`config.mk`:
```
export PLATFORM = sky130hd
export DESIGN_NAME = ptp_tod_counter
export DESIGN_NICKNAME = d
export VERILOG_FILES = /design/src/rtl/ptp_tod_pkg.sv /design/src/rtl/ptp_tod_bus.sv /design/src/rtl/ptp_tod_incr.sv /design/src/rtl/ptp_tod_time.sv /design/src/rtl/ptp_tod_counter.sv
export SDC_FILE = /design/constraint.sdc
export NUM_CORES = 1
export LEC_CHECK = 0
export BUFFER_PORTS_ARGS = -buffer_cell sky130_fd_sc_hd__buf_2
export CORE_MARGIN = 4
export CORE_UTILIZATION = 65
export DETAILED_ROUTE_END_ITERATION = 12
export PLACE_DENSITY = 0.86
export SLEW_MARGIN = 15
export SYNTH_ARGS = -nofsm -noshare
export SYNTH_HDL_FRONTEND = slang
export SYNTH_SLANG_ARGS = --single-unit
export TNS_END_PERCENT = 10
```
`constraint.sdc`:
```
create_clock -name clk -period 29.4 [get_ports clk]
set_input_delay 8.82 -clock clk [delete_from_list [all_inputs] [get_ports clk]]
set_output_delay 8.82 -clock clk [all_outputs]
set_load 0.03 [all_outputs]
```
`src/rtl/ptp_tod_pkg.sv`:
```
package ptp_tod_pkg;

  localparam int unsigned NS_PER_SEC = 1_000_000_000;
  localparam int NS_W = 30;
  localparam int NUM_REGS = 6;

  localparam int REG_NS       = 0;
  localparam int REG_SEC_LO   = 1;
  localparam int REG_SEC_HI   = 2;
  localparam int REG_INC_FRAC = 3;
  localparam int REG_INC_INT  = 4;
  localparam int REG_ADJ      = 5;

  localparam logic signed [NS_W+3:0] NSEC_S = (NS_W+4)'(NS_PER_SEC);

  typedef struct packed {
    logic [NS_W-1:0] ns;
    logic            up;
    logic            down;
  } ns_step_t;

  // one update of the nanosecond count: step plus signed offset, then fold
  function automatic ns_step_t ns_advance(logic [NS_W-1:0] ns,
                                          logic [NS_W-1:0] step,
                                          logic            neg,
                                          logic [NS_W-1:0] mag);
    logic signed [NS_W+3:0] v;
    ns_step_t r;
    v = $signed({4'b0, ns}) + $signed({4'b0, step});
    if (neg) v = v - $signed({4'b0, mag});
    else     v = v + $signed({4'b0, mag});
    r.up   = 1'b0;
    r.down = 1'b0;
    if (v[NS_W+3]) begin
      v = v + NSEC_S;
      r.down = 1'b1;
    end else if (v >= NSEC_S) begin
      v = v - NSEC_S;
      r.up = 1'b1;
    end
    r.ns = v[NS_W-1:0];
    return r;
  endfunction

endpackage

```
`src/rtl/ptp_tod_bus.sv`:
```
module ptp_tod_bus
  import ptp_tod_pkg::*;
#(
  parameter int ADDR_W = 3,
  parameter int DATA_W = 32,
  parameter int SEC_W  = 48,
  parameter int INT_W  = 8,
  parameter int FRAC_W = 16
) (
  input  logic                clk,
  input  logic                rst_n,
  input  logic                bus_wr,
  input  logic                bus_rd,
  input  logic [ADDR_W-1:0]   bus_addr,
  input  logic [NS_W-1:0]     ns_i,
  input  logic [SEC_W-1:0]    sec_i,
  input  logic [INT_W-1:0]    act_int_i,
  input  logic [FRAC_W-1:0]   act_frac_i,
  output logic [NUM_REGS-1:0] wr_sel_o,
  output logic [DATA_W-1:0]   rdata_o
);

  logic [DATA_W-1:0] rd_mux;

  for (genvar g = 0; g < NUM_REGS; g++) begin : g_dec
    assign wr_sel_o[g] = bus_wr && (bus_addr == ADDR_W'(g));
  end

  always_comb begin
    case (bus_addr)
      ADDR_W'(REG_NS):       rd_mux = DATA_W'(ns_i);
      ADDR_W'(REG_SEC_LO):   rd_mux = sec_i[DATA_W-1:0];
      ADDR_W'(REG_SEC_HI):   rd_mux = DATA_W'(sec_i[SEC_W-1:DATA_W]);
      ADDR_W'(REG_INC_FRAC): rd_mux = DATA_W'(act_frac_i);
      ADDR_W'(REG_INC_INT):  rd_mux = DATA_W'(act_int_i);
      default:               rd_mux = '0;
    endcase
  end

  always_ff @(posedge clk) begin
    if (!rst_n)      rdata_o <= '0;
    else if (bus_rd) rdata_o <= rd_mux;
  end

  AST_RD_HOLD: assert property (@(posedge clk) disable iff (!rst_n)
    !bus_rd |=> $stable(rdata_o));

endmodule

```
`src/rtl/ptp_tod_incr.sv`:
```
module ptp_tod_incr #(
  parameter int INT_W  = 8,
  parameter int FRAC_W = 16,
  parameter int DATA_W = 32
) (
  input  logic              clk,
  input  logic              rst_n,
  input  logic              wr_frac,
  input  logic              wr_int,
  input  logic [DATA_W-1:0] wdata,
  output logic [INT_W:0]    step_o,
  output logic [INT_W-1:0]  act_int_o,
  output logic [FRAC_W-1:0] act_frac_o
);

  logic [FRAC_W-1:0] stage_q, act_frac_q, acc_q;
  logic [INT_W-1:0]  act_int_q;
  logic [FRAC_W:0]   frac_sum;
  logic              frac_carry;

  assign frac_sum   = {1'b0, acc_q} + {1'b0, act_frac_q};
  assign frac_carry = frac_sum[FRAC_W];
  assign step_o     = {1'b0, act_int_q} + {{INT_W{1'b0}}, frac_carry};
  assign act_int_o  = act_int_q;
  assign act_frac_o = act_frac_q;

  always_ff @(posedge clk) begin
    if (!rst_n) begin
      stage_q    <= '0;
      act_frac_q <= '0;
      act_int_q  <= '0;
      acc_q      <= '0;
    end else begin
      acc_q <= frac_sum[FRAC_W-1:0];
      if (wr_frac) stage_q <= wdata[FRAC_W-1:0];
      if (wr_int) begin
        act_int_q  <= wdata[INT_W-1:0];
        act_frac_q <= stage_q;
      end
    end
  end

  AST_FRAC_WRAP: assert property (@(posedge clk) disable iff (!rst_n)
    frac_carry |=> acc_q < $past(acc_q));
  AST_FRAC_NOWRAP: assert property (@(posedge clk) disable iff (!rst_n)
    !frac_carry |=> acc_q >= $past(acc_q));
  AST_COMMIT: assert property (@(posedge clk) disable iff (!rst_n)
    wr_int |=> (act_frac_q == $past(stage_q))
               && (act_int_q == $past(wdata[INT_W-1:0])));
  AST_STAGE_ONLY: assert property (@(posedge clk) disable iff (!rst_n)
    !wr_int |=> $stable(act_frac_q) && $stable(act_int_q));

endmodule

```
`src/rtl/ptp_tod_time.sv`:
```
module ptp_tod_time
  import ptp_tod_pkg::*;
#(
  parameter int SEC_W  = 48,
  parameter int DATA_W = 32,
  parameter int STEP_W = 9
) (
  input  logic              clk,
  input  logic              rst_n,
  input  logic              ld_ns,
  input  logic              ld_sec_lo,
  input  logic              ld_sec_hi,
  input  logic              adj_en,
  input  logic [DATA_W-1:0] wdata,
  input  logic [STEP_W-1:0] step_ns,
  output logic [NS_W-1:0]   ns_o,
  output logic [SEC_W-1:0]  sec_o
);

  localparam int HI_W = SEC_W - DATA_W;

  logic [HI_W-1:0]  hold_q;
  logic [NS_W-1:0]  ns_q;
  logic [SEC_W-1:0] sec_q;
  logic             adj_neg;
  logic [NS_W-1:0]  adj_mag;
  ns_step_t         adv;
  logic             ns_load_ok, roll_up, roll_down;

  assign adj_neg    = adj_en & wdata[DATA_W-1];
  assign adj_mag    = adj_en ? wdata[NS_W-1:0] : '0;
  assign ns_load_ok = ld_ns && (wdata < DATA_W'(NS_PER_SEC));
  assign adv        = ns_advance(ns_q, NS_W'(step_ns), adj_neg, adj_mag);
  assign roll_up    = adv.up & ~ns_load_ok;
  assign roll_down  = adv.down & ~ns_load_ok;
  assign ns_o       = ns_q;
  assign sec_o      = sec_q;

  always_ff @(posedge clk) begin
    if (!rst_n) begin
      hold_q <= '0;
      ns_q   <= '0;
      sec_q  <= '0;
    end else begin
      if (ld_sec_hi) hold_q <= wdata[HI_W-1:0];
      ns_q <= ns_load_ok ? wdata[NS_W-1:0] : adv.ns;
      if (ld_sec_lo)      sec_q <= {hold_q, wdata};
      else if (roll_up)   sec_q <= sec_q + SEC_W'(1);
      else if (roll_down) sec_q <= sec_q - SEC_W'(1);
    end
  end

  AST_NS_RANGE: assert property (@(posedge clk) disable iff (!rst_n)
    DATA_W'(ns_q) < DATA_W'(NS_PER_SEC));
  AST_CARRY_SEC: assert property (@(posedge clk) disable iff (!rst_n)
    roll_up && !ld_sec_lo |=> sec_q == $past(sec_q) + SEC_W'(1));
  AST_BORROW_SEC: assert property (@(posedge clk) disable iff (!rst_n)
    roll_down && !ld_sec_lo |=> sec_q == $past(sec_q) - SEC_W'(1));
  AST_SEC_LOAD: assert property (@(posedge clk) disable iff (!rst_n)
    ld_sec_lo |=> sec_q[DATA_W-1:0] == $past(wdata));
  AST_STOPPED: assert property (@(posedge clk) disable iff (!rst_n)
    (step_ns == '0) && !adj_en && !ld_ns && !ld_sec_lo
      |=> $stable(ns_q) && $stable(sec_q));

endmodule

```
`src/rtl/ptp_tod_counter.sv`:
```
module ptp_tod_counter
  import ptp_tod_pkg::*;
#(
  parameter int ADDR_W = 3,
  parameter int DATA_W = 32,
  parameter int SEC_W  = 48,
  parameter int INT_W  = 8,
  parameter int FRAC_W = 16
) (
  input  logic              clk,
  input  logic              rst_n,
  input  logic              bus_wr,
  input  logic              bus_rd,
  input  logic [ADDR_W-1:0] bus_addr,
  input  logic [DATA_W-1:0] bus_wdata,
  output logic [DATA_W-1:0] bus_rdata,
  output logic [SEC_W-1:0]  tod_sec,
  output logic [NS_W-1:0]   tod_ns
);

  localparam int STEP_W = INT_W + 1;

  logic [NUM_REGS-1:0] wr_sel;
  logic [STEP_W-1:0]   step_ns;
  logic [INT_W-1:0]    act_int;
  logic [FRAC_W-1:0]   act_frac;

  ptp_tod_bus #(
    .ADDR_W(ADDR_W), .DATA_W(DATA_W), .SEC_W(SEC_W),
    .INT_W(INT_W), .FRAC_W(FRAC_W)
  ) u_bus (
    .clk(clk), .rst_n(rst_n), .bus_wr(bus_wr), .bus_rd(bus_rd),
    .bus_addr(bus_addr), .ns_i(tod_ns), .sec_i(tod_sec),
    .act_int_i(act_int), .act_frac_i(act_frac),
    .wr_sel_o(wr_sel), .rdata_o(bus_rdata)
  );

  ptp_tod_incr #(
    .INT_W(INT_W), .FRAC_W(FRAC_W), .DATA_W(DATA_W)
  ) u_incr (
    .clk(clk), .rst_n(rst_n),
    .wr_frac(wr_sel[REG_INC_FRAC]), .wr_int(wr_sel[REG_INC_INT]),
    .wdata(bus_wdata), .step_o(step_ns),
    .act_int_o(act_int), .act_frac_o(act_frac)
  );

  ptp_tod_time #(
    .SEC_W(SEC_W), .DATA_W(DATA_W), .STEP_W(STEP_W)
  ) u_time (
    .clk(clk), .rst_n(rst_n),
    .ld_ns(wr_sel[REG_NS]), .ld_sec_lo(wr_sel[REG_SEC_LO]),
    .ld_sec_hi(wr_sel[REG_SEC_HI]), .adj_en(wr_sel[REG_ADJ]),
    .wdata(bus_wdata), .step_ns(step_ns),
    .ns_o(tod_ns), .sec_o(tod_sec)
  );

  AST_RESET_ZERO: assert property (@(posedge clk)
    !rst_n |=> (tod_ns == '0) && (tod_sec == '0) && (bus_rdata == '0));

endmodule

```
# Yosys cells after proc, flatten, opt, wreduce, memory -nomap -nowiden
# Index checks and enable logic that the tools add are counted.
# word_totals
register_bits	182
input_bits	39
output_inout_bits	110
# classes
add_sub_neg	9
order_cmp	2
eq_ne	5
muxes	12
bitwise	4
n_reduce_logical	9
# op_table
cell	count
32-bit one-hot mux with 5 select lines	1
48-bit two-way mux	3
30-bit two-way mux	4
48-bit by 1-bit adder with 48-bit output (second input constant)	1
48-bit by 1-bit subtractor with 48-bit output (second input constant)	1
34-bit by 31-bit adder with 34-bit output	1
34-bit by 31-bit greater-or-equal comparator with 1-bit output (second input constant)	1
34-bit two-way mux	1
34-bit by 31-bit subtractor with 34-bit output	1
32-bit by 30-bit < comparator with 1-bit output (second input constant)	1
30-bit by 9-bit adder with 31-bit output	1
30-bit by 28-bit adder with 30-bit output (second input constant)	1
30-bit by 28-bit subtractor with 30-bit output (second input constant)	1
16-bit by 16-bit adder with 17-bit output	1
8-bit by 1-bit adder with 9-bit output	1
1-bit logical AND	7
3-bit by 2-bit == test with 1-bit output (second input constant)	2
3-bit == test (second input constant)	2
1-bit AND	3
3-bit by 1-bit == test with 1-bit output (second input constant)	1
3-bit zero test	1
1-bit two-way mux	3
3-bit nonzero test	1
1-bit inverter	1

# Longest topological paths before layout
# Gate-level depths: netlist of run 1.
# depth
depth_word	11
depth_mapped	58
mapped_depth_nobuf	56

# Modules after synthesis
# Synthesis of run 1 repeated with hierarchy kept, for this count alone.
# hier_totals
cells_unflattened	2045
area_unflattened_um2	16230.6
# modules_own_cells
module	instances	cells_per_inst	area_per_inst_um2	seq_area_each_um2
ptp_tod_time	1	1542	11449.7	1881.8
ptp_tod_incr	1	289	2807.7	1121.1
ptp_tod_bus	1	214	1973.1	640.6

# Least setup slack after synthesis of run 1
# Ideal clock, no wire load.
# synth_timing
kind	input port to flip-flop
from	in bus_addr[2]
to	reg u_time.sec_q[44] (netlist: u_time.sec_o[44])
arrival_ns	17.114
required_ns	29.274
setup_slack_ns	12.160
stages	35
cell_sequence	buf_4 and4b_1 buf_4 clkbuf_1 and2_1 ha_1 inv_1 fa_1 a21oi_1 o22ai_1 o2111ai_1 a21boi_1 or2_1 o41ai_2 xor2_1 mux2i_2 nor2_1 a311o_2 buf_6 nand2_1 nand2_1 ha_1 a21o_1 a21o_1 a221o_1 a2111o_1 a31oi_1 o2111ai_1 a41o_1 and3_1 a221oi_2 o21a_1 mux2_2 nor4_1 nor3_1
# synth_via
elab_chain_cells	11
# synth_rtl
element	line	source
from (decl)	ptp_tod_counter.sv:14	input logic [ADDR_W-1:0] bus_addr,
3-bit == test	ptp_tod_bus.sv:26	assign wr_sel_o[g] = bus_wr && (bus_addr == ADDR_W'(g));
1-bit logical AND	ptp_tod_bus.sv:26	
30-bit two-way mux	ptp_tod_time.sv:31	assign adj_mag = adj_en ? wdata[NS_W-1:0] : '0;
34-bit by 31-bit adder with 34-bit output / 34-bit by 31-bit subtractor with 34-bit output (equally long branches)	ptp_tod_pkg.sv:31, ptp_tod_pkg.sv:30	
34-bit two-way mux	ptp_tod_pkg.sv:30	if (neg) v = v - $signed({4'b0, mag});
34-bit by 31-bit greater-or-equal comparator with 1-bit output	ptp_tod_pkg.sv:37	end else if (v >= NSEC_S) begin
1-bit two-way mux	ptp_tod_pkg.sv:37	
1-bit two-way mux	ptp_tod_pkg.sv:34	if (v[NS_W+3]) begin
1-bit AND	ptp_tod_time.sv:34	assign roll_up = adv.up & ~ns_load_ok;
48-bit two-way mux	ptp_tod_time.sv:48	else if (roll_up) sec_q <= sec_q + SEC_W'(1);
48-bit two-way mux	ptp_tod_time.sv:47	if (ld_sec_lo) sec_q <= {hold_q, wdata};
to (signal assigned)	ptp_tod_time.sv:47	
to (signal assigned)	ptp_tod_time.sv:48	
to (signal assigned)	ptp_tod_time.sv:49	else if (roll_down) sec_q <= sec_q - SEC_W'(1);
to (decl)	ptp_tod_time.sv:24	logic [SEC_W-1:0] sec_q;
# Several ways; a longest one is shown, not always the timed one.
# A chain may end at the register's enable or synchronous reset.

# Final worst setup path of run 1
# layout_timing
from	in bus_addr[0]
to	reg u_time.sec_q[44] (netlist: u_time.sec_o[44])
# The elaborated chain is that of the path after synthesis.

==> impl_metrics.yaml, run 1 <==
yosys:
  netlist_area_um2: 17180
  ys_async_sr_fraction: 0
  synth_edf_count: 0
  synth.distinct_cells: 107
  syn-num-nets: 2462
  synthCells: 2266
  avgSynthCellArea_um2: 7.580
  synthFlopType: "dfxtp_1"
  synth_seq_cells: 182
  ys_warn_count: 0
  seq_area_frac_synth: 0.2121
cells_and_area:
  diodes: 0
  syn2layout_area_growth_pct: 7.598
  final_cell_mix: "nand2_1 (327), dfxtp_1 (182), a21oi_1 (152), ha_1 (151), buf_2 (147)"
  instances_no_fill: 2672
  final_util: 0.7092
  design_area_um2: 18480
  multi_input_area_um2: 12580
  final_nets: 2521
  drive_above_1_share: 0.1215
  fill_cells: 2165
  regArea_um2: 3643
  layout_commonest_cell: "nand2_1"
global_route:
  grt_pass1_vias: 16630
  grt_start_max_net_pins: 102
  grt_pass1_wl_mm: 90.05
  grt_overflow: 0
  grtUsageTotal: 0.3839
  antenna_found_initial: 0
sta:
  hold_violations: 0
  slew_headroom: 0.2194
  fmax_mhz: 54.55
  timing.final.crit_share: 0.6235
  period_minus_slack_ns: 18.33
  skew_ns: 0.01513
  setup_ws_ns: 11.07
  hold-worst-slack_ns: 0.4651
  worst_slew_pin_slew_ns: 1.171
  final_max_slew_viol_count: 0
  setup_viol: 0
  fin_setup_tns_ns: 0
  rsz0062_at_grt: "false"
die:
  coreArea_um2: 26060
  fp-row-count: 59
  die_x_um: 170.6
  io_pins: 149
  initial_core_util: 0.6591
  die_y_um: 170.6
  die-area_um2: 29090
clock_tree:
  cts_inserted_buffers: 17
  cts_tree: "built"
  cts.sinks: 182
  clk_latency_ns: 0.45
  cts-root-buf: "clkbuf_16"
  path_clk_slew_ns: 0.08
  cts.repair.resized: 0
  htree_levels: 4
  postCtsSetupRepairBufs: 0
  cts_buffer_depth: 2
  cts_hold_buf: 0
setup_path:
  arrival_ns: 18.65
  rr_worst_depth: 54
  critPathLaunchType: "primary input"
  worstPathMaxFanout: 52
  slowest_delay_ns: 0.70
  crit_type: "in -> reg"
  endpoint_kind: "flop"
  r2r_start: "u_incr.act_frac_o[0]$_SDFFE_PN0P_"
  path_buf_inv: 4
  slowest_stage: "buf_2"
  r2r_end: "u_time.sec_o[44]$_SDFFE_PN0P_"
  cp_top_family: "compound AO/OA/AOI/OAI gates"
  cp.required_ns: 29.72
  r2r_setup_slack_ns: 15.37
power:
  power_density_nw_per_um2: 54.73
  p_leak_nw: 8.308
  vdd.ir_drop.worst_uv: 37.47
  finalPower_mw: 1.011
outcome:
  outcome: "finished, final reports clean"
detailed_routing:
  viasPerCell: 6.707
  via_count: 17920
  dr.pass1.iters: 5
  wl_per_cell_um: 21.59
  drc: 0
  drtIter0Drc: 2178
  drt_wl_total_mm: 57.69
  postRouteAntennaNets: 0
run:
  max-cap-violations: 0
min_path:
  hold_class: "reg -> reg"
  holdPathEnd: "u_incr.act_frac_o[9]$_SDFFE_PN0P_"
  hp-start: "u_incr.stage_q[9]$_SDFFE_PN0P_"
  hold_depth: 2
placed_design:
  dp_worst_setup_slack_ns: 10.95
  placedCellCount: 2641
  portBuffers: 148
  place_area_um2: 17900
  place_congestion: 1.004
  dp_hpwl_mm: 43.40
-- metal layers --
| metal | GRT usage | wire (um) | vias up | part of all wire |
|---|---|---|---|---|
| met4 | 0.1719 | 2883 | 0 | 0.050 |
| met5 | 0 | 0 | - | 0 |
| met1 | 0.5044 | 22890 | 8387 | 0.40 |
| met2 | 0.6116 | 25800 | 1041 | 0.45 |
| met3 | 0.07856 | 6121 | 222 | 0.11 |
| li1 | - | - | 8272 | - |
-- worst max path at each step --
| stage | start | to | slack (ns) | cells after the start |
|---|---|---|---|---|
| floorplan | bus_addr[2] | u_time.sec_o[44]$_SDFFE_PN0P_ | 12.16 | 35 |
| global placement | bus_addr[0] | u_time.sec_o[44]$_SDFFE_PN0P_ | 11.24 | 33 |
| detailed placement | bus_addr[0] | u_time.sec_o[44]$_SDFFE_PN0P_ | 10.95 | 33 |
| CTS | bus_addr[0] | u_time.sec_o[44]$_SDFFE_PN0P_ | 11.38 | 33 |
| global route | bus_addr[0] | u_time.sec_o[44]$_SDFFE_PN0P_ | 10.57 | 33 |
| finish | bus_addr[0] | u_time.sec_o[44]$_SDFFE_PN0P_ | 11.07 | 33 |
-- kinds of logic after synthesis --
family,synth area share
buf+inv,0.05726
simple gates,0.2295
flops,0.2121
compound gates,0.2791
fa+ha+maj,0.1170
xor+xnor,0.06512
mux,0.03999
-- Yosys cell counts (27+ instances only) --
cell      instances  share of area
nand2_1         329          0.072
nor2_1          133          0.029
a21oi_1         152          0.044
clkbuf_1         77          0.017
xor2_1           27          0.014
a21o_1           48          0.021
nand3_1          64          0.019
mux2i_1          40          0.023
a21boi_0         66          0.029
o21ai_0         117          0.034
dfxtp_1         182           0.21
xnor2_1          97          0.049
a31oi_1          50          0.018
nor3_1           48          0.014
and2_1           41          0.015
nor2b_1          62          0.023
inv_1           105          0.023
ha_1            151           0.11
-- registers in the layout, indices dropped and copies added (netlist names) --
name	count
u_incr.act_frac_o	16
u_bus.rdata_o	32
u_incr.act_int_o	8
u_incr.acc_q	16
u_time.hold_q	16
u_time.ns_o	30
u_incr.stage_q	16
u_time.sec_o	48
-- final cells by class --
class / count / area share
Clock buffer: 17 / 0.02302
Clock inverter: 14 / 0.008463
Inverter: 109 / 0.02214
Multi-Input combinational cell: 1853 / 0.6807
Sequential cell: 182 / 0.1971
Tap cell: 335 / 0.02268
Timing Repair Buffer: 162 / 0.04590
-- power breakdown --
part | total [mW] | leakage [nW] | internal (mW) | switching, mW
clock network | 0.230 | 0.282 | 0.114 | 0.116
logic | 0.500 | 6.55 | 0.192 | 0.308
registers | 0.282 | 1.47 | 0.259 | 0.0226
total | 1.01 | 8.31 | 0.565 | 0.446
-- tightest hold or removal path, cell delays in order (launching register included) --
cell      delay, ns
dfxtp_1        0.31
nand2_1        0.05
a21boi_0       0.06
(Power assumes the default switching activity.)
==> run 2: changes to the inputs <==
Settings changed: CORE_UTILIZATION 65 to 62, PLACE_DENSITY 0.86 to 0.82.
Clock period 29.4 ns to 16.95 ns, I/O delays scaled along.
==> impl_metrics.yaml, run 2 (synthesis results as in run 1) <==
run:
  max-cap-violations: 0
placed_design:
  portBuffers: 148
  dp_hpwl_mm: 44.36
  place_congestion: 0.9712
  place_area_um2: 17960
die:
  coreArea_um2: 27100
  io_pins: 149
  die_x_um: 174.4
  die_y_um: 174.4
  die-area_um2: 30430
  initial_core_util: 0.6338
  fp-row-count: 60
power:
  p_leak_nw: 8.328
  swShare: 0.4424
  power_density_nw_per_um2: 95.03
  seqPwrFrac: 0.277
  switchingPower_uw: 780.3
  pwr-share-clk: 0.232
  vdd.ir_drop.worst_uv: 66.62
  finalPower_mw: 1.764
  pwr-share-comb: 0.491
  p_int_uw: 983.5
sta:
  hold_violations: 0
  skew_ns: 0.01957
  rsz0062_at_grt: "false"
  hold-worst-slack_ns: 0.4667
  timing.final.crit_share: 0.8769
  fmax_mhz: 67.28
  fin_setup_tns_ns: 0
  setup_viol: 0
  final_max_slew_viol_count: 0
  slew_headroom: 0.2673
  worst_slew_pin_slew_ns: 1.069
  period_minus_slack_ns: 14.86
setup_path:
  crit_type: "in -> reg"
  cp.required_ns: 17.28
  cp_top_family: "compound AO/OA/AOI/OAI gates"
  r2r_end: "u_time.sec_o[44]$_SDFFE_PN0P_"
  endpoint_kind: "flop"
  slowest_delay_ns: 0.90
  slowest_stage: "and4b_1"
  r2r_start: "u_incr.act_frac_o[0]$_SDFFE_PN0P_"
  arrival_ns: 15.19
  worstPathMaxFanout: 36
  rr_worst_depth: 53
  critPathLaunch: "bus_addr[0]"
  r2r_setup_slack_ns: 3.11
  critPathLaunchType: "primary input"
  path_buf_inv: 2
clock_tree:
  cts_hold_buf: 0
  cts_tree: "built"
  clk_latency_ns: 0.45
  cts_buffer_depth: 2
  cts.repair.resized: 0
  htree_levels: 4
  path_clk_slew_ns: 0.07
  cts_inserted_buffers: 17
  postCtsSetupRepairBufs: 0
  cts-root-buf: "clkbuf_16"
  cts.sinks: 182
min_path:
  hold_class: "reg -> reg"
  hold_depth: 2
  holdPathEnd: "u_time.hold_q[13]$_SDFFE_PN0P_"
  hp-start: "u_time.hold_q[13]$_SDFFE_PN0P_"
cells_and_area:
  fill_cells: 2319
  regArea_um2: 3643
  final_nets: 2523
  final_util: 0.6849
  final_cell_mix: "nand2_1 (327), dfxtp_1 (182), a21oi_1 (152), ha_1 (151), buf_2 (147)"
  layout_commonest_cell: "nand2_1"
  drive_above_1_share: 0.1218
  syn2layout_area_growth_pct: 8.057
  design_area_um2: 18560
  largest_register_ffs: 48
  multi_input_area_um2: 12580
global_route:
  grt_start_max_net_pins: 89
  grt_pass1_wl_mm: 90.43
  grt_overflow: 0
  antenna_found_initial: 0
  grt_pass1_vias: 16430
  grtUsageTotal: 0.3671
detailed_routing:
  postRouteAntennaNets: 0
  wl_per_cell_um: 21.46
  viasPerCell: 6.531
  drt_wl_total_mm: 58.22
  drtIter0Drc: 1926
  dr.pass1.iters: 6
  drc: 0
  via_count: 17720
outcome:
  outcome: "finished, final reports clean"
[run 2: per-stage QoR]
stage	worst slack, ns	std cells
6_report	2.087	2713
5_1_grt	1.441	2712
4_1_cts	2.206	2712
3_5_place_dp	1.840	2680
3_3_place_gp	2.099	2680
2_1_floorplan	3.445	2266
[run 2: final cells by class]
cell class / count / area share
clock inverters: 14 / 0.009168
well taps: 372 / 0.02508
flip-flops and latches: 182 / 0.1963
diodes: 1 / 0.0001348
clock buffers: 18 / 0.02312
repair buffers: 164 / 0.04651
inverters: 109 / 0.02204
multi-input cells: 1853 / 0.6776
[run 2: how the worst max path moves through the flow]
| stage | end | slack (ns) | depth (start not counted) |
|---|---|---|---|
| floorplan | u_time.sec_o[44]$_SDFFE_PN0P_ | 3.44 | 35 |
| global placement | u_time.sec_o[44]$_SDFFE_PN0P_ | 2.10 | 30 |
| detailed placement | u_time.sec_o[44]$_SDFFE_PN0P_ | 1.84 | 32 |
| CTS | u_time.sec_o[44]$_SDFFE_PN0P_ | 2.21 | 32 |
| global route | u_time.sec_o[44]$_SDFFE_PN0P_ | 1.44 | 32 |
| finish | u_time.sec_o[44]$_SDFFE_PN0P_ | 2.09 | 32 |
[run 2: metal layers]
metal  track usage  up-vias  wire [um]
li1              -     8271          -
met1        0.4869     8321      23630
met2        0.5941      939      26490
met3       0.06938      187       5625
met4        0.1386        0       2475
met5             0        -          0
[run 2: worst min-delay path: stages, from the launching register on]
cell and delay, ns:
dfxtp_1 0.31, nand2_1 0.04, a21boi_0 0.06
[run 2: power by group through the flow]
| stage | combinational [mW] | clock, mW | sequential [mW] |
|---|---|---|---|
| global placement | 0.830 | 0 | 0.496 |
| detailed placement | 0.840 | 0 | 0.496 |
| floorplan | 0.615 | 0 | 0.518 |
| CTS | 0.848 | 0.407 | 0.486 |
| finish | 0.866 | 0.409 | 0.489 |
| global route | 0.937 | 0.427 | 0.490 |
